--- src/rtl/dtv_pkg.sv ---
package dtv_pkg;
   localparam int NUM_LOC = 12;
   localparam int NUM_LEG = 3;
   localparam int SEC_W   = 4;

   typedef logic [1:0] lvl_t;
   typedef lvl_t [NUM_LEG-1:0] triple_t;   // index 0 = phase a

   typedef struct packed {
      triple_t side_a;
      triple_t side_b;
   } pair_t;

   function automatic triple_t mk(input int pa, input int pb, input int pc);
      triple_t t;
      t[0] = lvl_t'(pa);
      t[1] = lvl_t'(pb);
      t[2] = lvl_t'(pc);
      return t;
   endfunction

   // Level triples of the active vectors per polygon location
   function automatic pair_t active_pair(input logic [SEC_W-1:0] loc);
      pair_t p;
      case (loc)
         4'd1:    begin p.side_a = mk(2,0,1); p.side_b = mk(0,1,2); end
         4'd2:    begin p.side_a = mk(2,1,0); p.side_b = mk(1,0,2); end
         4'd3:    begin p.side_a = mk(1,2,0); p.side_b = mk(0,1,2); end
         4'd4:    begin p.side_a = mk(0,2,1); p.side_b = mk(1,0,2); end
         4'd5:    begin p.side_a = mk(1,2,0); p.side_b = mk(2,0,1); end
         4'd6:    begin p.side_a = mk(0,2,1); p.side_b = mk(2,1,0); end
         4'd7:    begin p.side_a = mk(0,1,2); p.side_b = mk(2,0,1); end
         4'd8:    begin p.side_a = mk(1,0,2); p.side_b = mk(2,1,0); end
         4'd9:    begin p.side_a = mk(0,1,2); p.side_b = mk(1,2,0); end
         4'd10:   begin p.side_a = mk(1,0,2); p.side_b = mk(0,2,1); end
         4'd11:   begin p.side_a = mk(2,0,1); p.side_b = mk(1,2,0); end
         4'd12:   begin p.side_a = mk(2,1,0); p.side_b = mk(0,2,1); end
         default: begin p.side_a = mk(0,0,0); p.side_b = mk(0,0,0); end
      endcase
      return p;
   endfunction

   // Zero state: side A triple when loc mod 4 is 1 or 2, else side B triple
   function automatic triple_t zero_triple(input logic [SEC_W-1:0] loc);
      pair_t p;
      p = active_pair(loc);
      return (loc[1] != loc[0]) ? p.side_a : p.side_b;
   endfunction
endpackage

--- src/rtl/dtv_frame_timer.sv ---
module dtv_frame_timer
   import dtv_pkg::*;
#(
   parameter int CNT_W = 16
) (
   input  logic                clk,
   input  logic                rst_n,
   input  logic [SEC_W-1:0]    sector_in,
   input  logic [CNT_W-1:0]    t1_in,
   input  logic [CNT_W-1:0]    t2_in,
   input  logic [CNT_W-1:0]    ts_in,
   output logic                active,
   output logic [CNT_W-1:0]    cnt,
   output logic [SEC_W-1:0]    sector_q,
   output logic [CNT_W-1:0]    t1_q,
   output logic [CNT_W-1:0]    end2_q,
   output logic [CNT_W-1:0]    ts_q
);
   logic [CNT_W-1:0] t1_clip, rem, t2_clip;
   logic [CNT_W:0]   cnt_nx;
   logic             last, load;

   always_comb begin
      t1_clip = (t1_in > ts_in) ? ts_in : t1_in;
      rem     = ts_in - t1_clip;
      t2_clip = (t2_in > rem) ? rem : t2_in;
   end

   assign cnt_nx = {1'b0, cnt} + 1'b1;
   assign last   = (cnt_nx >= {1'b0, ts_q});
   assign load   = !active || last;

   always_ff @(posedge clk or negedge rst_n) begin
      if (!rst_n) begin
         active   <= 1'b0;
         cnt      <= '0;
         sector_q <= '0;
         t1_q     <= '0;
         end2_q   <= '0;
         ts_q     <= '0;
      end else if (load) begin
         active   <= 1'b1;
         cnt      <= '0;
         sector_q <= sector_in;
         t1_q     <= t1_clip;
         end2_q   <= t1_clip + t2_clip;
         ts_q     <= ts_in;
      end else begin
         cnt      <= cnt_nx[CNT_W-1:0];
      end
   end
endmodule

--- src/rtl/dtv_state_select.sv ---
module dtv_state_select
   import dtv_pkg::*;
#(
   parameter int CNT_W = 16
) (
   input  logic                active,
   input  logic [CNT_W-1:0]    cnt,
   input  logic [SEC_W-1:0]    sector_q,
   input  logic [CNT_W-1:0]    t1_q,
   input  logic [CNT_W-1:0]    end2_q,
   output triple_t             lvl_a,
   output triple_t             lvl_b,
   output logic                err
);
   logic             valid;
   logic [SEC_W-1:0] next_loc;
   pair_t            pick;
   triple_t          zt;

   assign valid    = (sector_q >= SEC_W'(1)) && (sector_q <= SEC_W'(NUM_LOC));
   assign next_loc = (sector_q == SEC_W'(NUM_LOC)) ? SEC_W'(1) : sector_q + 1'b1;
   assign err      = active && !valid;

   always_comb begin
      zt = zero_triple(sector_q);
      if (!active || !valid) begin
         pick.side_a = '0;
         pick.side_b = '0;
      end else if (cnt < t1_q) begin
         pick = active_pair(sector_q);
      end else if (cnt < end2_q) begin
         pick = active_pair(next_loc);
      end else begin
         pick.side_a = zt;
         pick.side_b = zt;
      end
   end

   assign lvl_a = pick.side_a;
   assign lvl_b = pick.side_b;
endmodule

--- src/rtl/dtv_leg_decode.sv ---
module dtv_leg_decode
   import dtv_pkg::*;
(
   input  triple_t              lvl,
   output logic [NUM_LEG-1:0]   up,
   output logic [NUM_LEG-1:0]   up_n,
   output logic [NUM_LEG-1:0]   lo,
   output logic [NUM_LEG-1:0]   lo_n
);
   for (genvar g = 0; g < NUM_LEG; g++) begin : g_leg
      assign up[g]   = (lvl[g] == 2'd2);
      assign up_n[g] = (lvl[g] != 2'd2);
      assign lo[g]   = (lvl[g] != 2'd0);
      assign lo_n[g] = (lvl[g] == 2'd0);
   end
endmodule

--- src/rtl/dual_twelve_vec_pwm.sv ---
module dual_twelve_vec_pwm
   import dtv_pkg::*;
#(
   parameter int CNT_W = 16
) (
   input  logic               clk,
   input  logic               rst_n,
   input  logic [3:0]         sector,
   input  logic [CNT_W-1:0]   t1_ticks,
   input  logic [CNT_W-1:0]   t2_ticks,
   input  logic [CNT_W-1:0]   period_ticks,
   output logic [2:0]         a_up,
   output logic [2:0]         a_up_n,
   output logic [2:0]         a_lo,
   output logic [2:0]         a_lo_n,
   output logic [2:0]         b_up,
   output logic [2:0]         b_up_n,
   output logic [2:0]         b_lo,
   output logic [2:0]         b_lo_n,
   output logic               sector_err
);
   if (CNT_W < 2 || CNT_W > 32) begin : g_bad_cnt_w
      $error("dual_twelve_vec_pwm: CNT_W must lie in 2..32");
   end
   if (SEC_W != 4 || NUM_LEG != 3) begin : g_bad_pkg
      $error("dual_twelve_vec_pwm: package geometry mismatch");
   end

   logic               active;
   logic [CNT_W-1:0]   cnt;
   logic [SEC_W-1:0]   sector_q;
   logic [CNT_W-1:0]   t1_q, end2_q, ts_q;
   triple_t            lvl_a, lvl_b;

   dtv_frame_timer #(.CNT_W(CNT_W)) u_timer (
      .clk       (clk),
      .rst_n     (rst_n),
      .sector_in (sector),
      .t1_in     (t1_ticks),
      .t2_in     (t2_ticks),
      .ts_in     (period_ticks),
      .active    (active),
      .cnt       (cnt),
      .sector_q  (sector_q),
      .t1_q      (t1_q),
      .end2_q    (end2_q),
      .ts_q      (ts_q)
   );

   dtv_state_select #(.CNT_W(CNT_W)) u_select (
      .active   (active),
      .cnt      (cnt),
      .sector_q (sector_q),
      .t1_q     (t1_q),
      .end2_q   (end2_q),
      .lvl_a    (lvl_a),
      .lvl_b    (lvl_b),
      .err      (sector_err)
   );

   dtv_leg_decode u_dec_a (
      .lvl  (lvl_a),
      .up   (a_up),
      .up_n (a_up_n),
      .lo   (a_lo),
      .lo_n (a_lo_n)
   );

   dtv_leg_decode u_dec_b (
      .lvl  (lvl_b),
      .up   (b_up),
      .up_n (b_up_n),
      .lo   (b_lo),
      .lo_n (b_lo_n)
   );
endmodule

--- config.mk ---
export PLATFORM = sky130hd
export DESIGN_NAME = dual_twelve_vec_pwm
export DESIGN_NICKNAME = d
export VERILOG_FILES = /design/src/rtl/dtv_pkg.sv /design/src/rtl/dtv_frame_timer.sv /design/src/rtl/dtv_state_select.sv /design/src/rtl/dtv_leg_decode.sv /design/src/rtl/dual_twelve_vec_pwm.sv
export SDC_FILE = /design/constraint.sdc
export NUM_CORES = 1
export LEC_CHECK = 0
export ABC_AREA = 1
export BUFFER_PORTS_ARGS = -buffer_cell sky130_fd_sc_hd__buf_2
export CAP_MARGIN = 5
export CORE_ASPECT_RATIO = 1.75
export CORE_MARGIN = 10
export CORE_UTILIZATION = 40
export CTS_CLUSTER_DIAMETER = 50
export DETAILED_ROUTE_END_ITERATION = 7
export GPL_ROUTABILITY_DRIVEN = 0
export PLACE_DENSITY_LB_ADDON = 0.1
export SLEW_MARGIN = 20
export SYNTH_ARGS = -nofsm -noshare
export SYNTH_HDL_FRONTEND = slang
export SYNTH_SLANG_ARGS = --single-unit
--- constraint.sdc ---
create_clock -name clk -period 5.27 [get_ports clk]
set_clock_uncertainty 0.05 [all_clocks]
set_input_delay 0.2635 -clock clk [delete_from_list [all_inputs] [get_ports clk]]
set_output_delay 0.2635 -clock clk [all_outputs]
set_load 0.05 [all_outputs]
==> summary.txt <==
Status
  – Outcome: complete, but fails checks
  – Failing checks: negative setup slack

Route
  – Final wirelength: 22410 um
  – Via density: 4.961
  – WL/cell: 14.71 um
  – Detail Route Antenna Nets: 0
  – Via Count: 7555
  – TritonRoute pass-1 iters: 4
  – First DRT Iteration DRCs: 285
  – Number of remaining DRC errors: 0

Yosys
  – Synth unique cells: 45
  – Cells after synthesis: 1076
  – Area contributors post-synth: dfrtp_1 23%, ha_1 20%, nand2_1 13%
  – Area share of the leading cell type in the synthesized netlist: 23.41%
  – Post-synth top cells: 248 x nand2_1, 194 x inv_1, 130 x o21ai_0, 118 x ha_1
  – Ys async rst share: 100.0%
  – Number of synthesized flops with an enable pin: 0
  – Syn Nets: 1250
  – Sequential share of the synthesized area: 23.41%
  – Yosys warning count: 0
  – Synthesized area: 7376 um^2
  – Synth area leader: dfrtp_1
  – Syn_area_per_cell: 6.855 um^2
  – Synthesized flop and latch total: 69
  – Commonest register cell after synthesis: dfrtp_1
  – Most numerous cell in the Yosys netlist: nand2_1

Timing
  – Period utilization: 111.6%
  – Final hold vios: 0
  – FMAX: 0.1700 GHz
  – Setup-failing EPs final: 14
  – Setup slack after layout: -0.6130 ns
  – Setup TNS: -5.866 ns
  – Worst-Margin Slew: 0.9143 ns
  – RSZ-0062 raised after global routing: yes
  – Post-layout minimum cycle time: 5.883 ns
  – Worst slew margin: 38.82%
  – Final slew viol count: 0

CTS
  – H-Tree Level Count: 3
  – Clk pin slew, worst setup/hold paths: 0.06 ns
  – Total clock sinks: 69
  – CTS root buf: clkbuf_16
  – Clock Tree Buf Depth: 2
  – CTS tree: done
  – CTS Buf Count: 9
  – Skew-Pair Late Insertion Delay: 0.33 ns
  – # hold bufs at CTS: 0

Placement
  – Post-Place Cells: 1489
  – Post-DP HPWL: 18470 um
  – I/O Buffers: 78

Floorplan
  – Die X: 122.7 um
  – Die Y: 199.6 um
  – Core Box Area: 18050 um^2
  – # IOs: 79
  – Die area: 24490 um^2
  – Cell Rows: 65
  – Initial Util: 40.85%

GRT
  – Initial antenna violation count: 0
  – Overall Global Routing Usage: 18.57%
  – Global-route wire length before repair: 36380 um
  – Vias in the first global route: 7559
  – GRT Max-Usage Layer: met2
  – GR Util met2: 36.69%
  – Met3 GRT Util: 1.611%
  – GRT Residual Overflow: 0
  – GR Util met1: 18.63%
  – Largest net degree at the start of global routing: 84

Cells and area
  – Layout cells sized above 1: 26.38%
  – Fillers: 1826
  – Final std cells w/o fill: 1523
  – N_diodes: 0
  – Area Growth Syn to Fin: 33.74%
  – Final Core Density: 54.64%
  – Nets: 1458

Power
  – Leakage power: 5.466 nW
  – VDD IR max: 0.0001928 V
  – P per Cell Area: 351.9 nW/um^2

Critical path
  – Arr. time, crit path: 6.02 ns
  – CP max stage delay: 0.36 ns
  – Crit path max fanout: 6
  – CP dominant cell by count: nand2_2
  – Startpoint types: input port
  – CP max-delay cell: fa_2
  – CP Capture Type: register
  – Crit Path Class: input port to register
  – CP required: 5.41 ns

Job
  – Max Cap Viol: 0

Min path
  – Min-delay worst type: input port to asynchronous set/reset pin
## through the flow
stage	area, um^2	hold WS [ns]	power, mW	setup slack, ns
floorplan	7532	-0.08209	1.837	-0.6484
global placement	8969	0.4349	2.526	-1.448
detailed placement	8969	0.4359	2.545	-1.552
CTS	9683	0.09270	3.373	-0.5337
global route	9864	0.1468	3.785	-0.9680
finish	9864	0.07226	3.472	-0.6130
## flip-flops by register name (all words and copies together), names as in the netlist
| name | count |
|---|---|
| u_timer.t1_q | 16 |
| u_timer.active | 1 |
| u_timer.ts_q | 16 |
| u_timer.cnt | 16 |
| u_timer.sector_q | 4 |
| u_timer.end2_q | 16 |
## timing repair
item                                    4_1_cts  5_1_grt
gates cloned                                  2        0
endpoints found under the setup margin       15       15
setup buffers                                11        6
pin swaps                                    17       21
resized for setup                            87       33
## cell usage in the layout, fill, tap and decap left out, types with 10 or more instances in the layout
| master | instances |
|---|---|
| a21oi_1 | 63 |
| buf_2 | 70 |
| buf_4 | 136 |
| buf_6 | 14 |
| dfrtp_1 | 69 |
| ha_1 | 106 |
| ha_4 | 10 |
| inv_1 | 185 |
| nand2_1 | 227 |
| nand2_2 | 19 |
| nand3_1 | 38 |
| nand4_1 | 10 |
| nor2_1 | 59 |
| o21ai_0 | 98 |
| o21ai_1 | 26 |
| xor2_1 | 23 |
## cells by family after synthesis
family | after synthesis | synth area share [%]
compound gates | 239 | 17.52
xor+xnor | 34 | 4.037
fa+ha+maj | 120 | 20.56
flops | 69 | 23.41
other cells | 1 | 0.05084
simple gates | 388 | 21.82
buf+inv | 225 | 12.60
## routing by layer
metal  routed length (um)  up-vias
met3                  555       37
li1                     -     3904
met1                 8436     3491
met2                12480      123
met5                    0        -
met4                  943        0
## area by class of cell
class	count	area, um^2	area share, %
repair buffers	222	1564	15.85
inverters	198	763.2	7.737
multi-input cells	784	5192	52.64
well taps	234	292.8	2.968
clock inverters	6	86.33	0.8752
clock buffers	10	239.0	2.423
flip-flops and latches	69	1727	17.50
## final timing paths
path | start | endpoint | slack, ns | depth (start not counted)
worst max-delay path | t1_ticks[8] | u_timer.end2_q[12] | -0.61 | 44
worst min register to register | u_timer.end2_q[14] | u_timer.end2_q[14] | 0.47 | 2
worst min-delay path | rst_n | u_timer.t1_q[13] | 0.07 | 2
max in group asynchronous | rst_n | u_timer.active | 4.53 | 2
worst max register to register | u_timer.cnt[0] | u_timer.sector_q[3] | 0.99 | 18
min in group clk | sector[0] | u_timer.sector_q[0] | 0.10 | 3
## power by group
| part | internal, mW | switching, mW |
|---|---|---|
| registers | 0.625 | 0.0390 |
| logic | 0.969 | 1.19 |
| clock network | 0.426 | 0.222 |
## critical path: cells and delay by family
family                     cells  cell delay [ns]
and+or+nand+nor               21             2.14
adders and majority gates      6             1.59
AOI/OAI and AO/OA             10             1.23
buffers and inverters          6             0.60
xor gates and xnor gates       1             0.16
No activity file was read; power rests on OpenSTA's default activity.
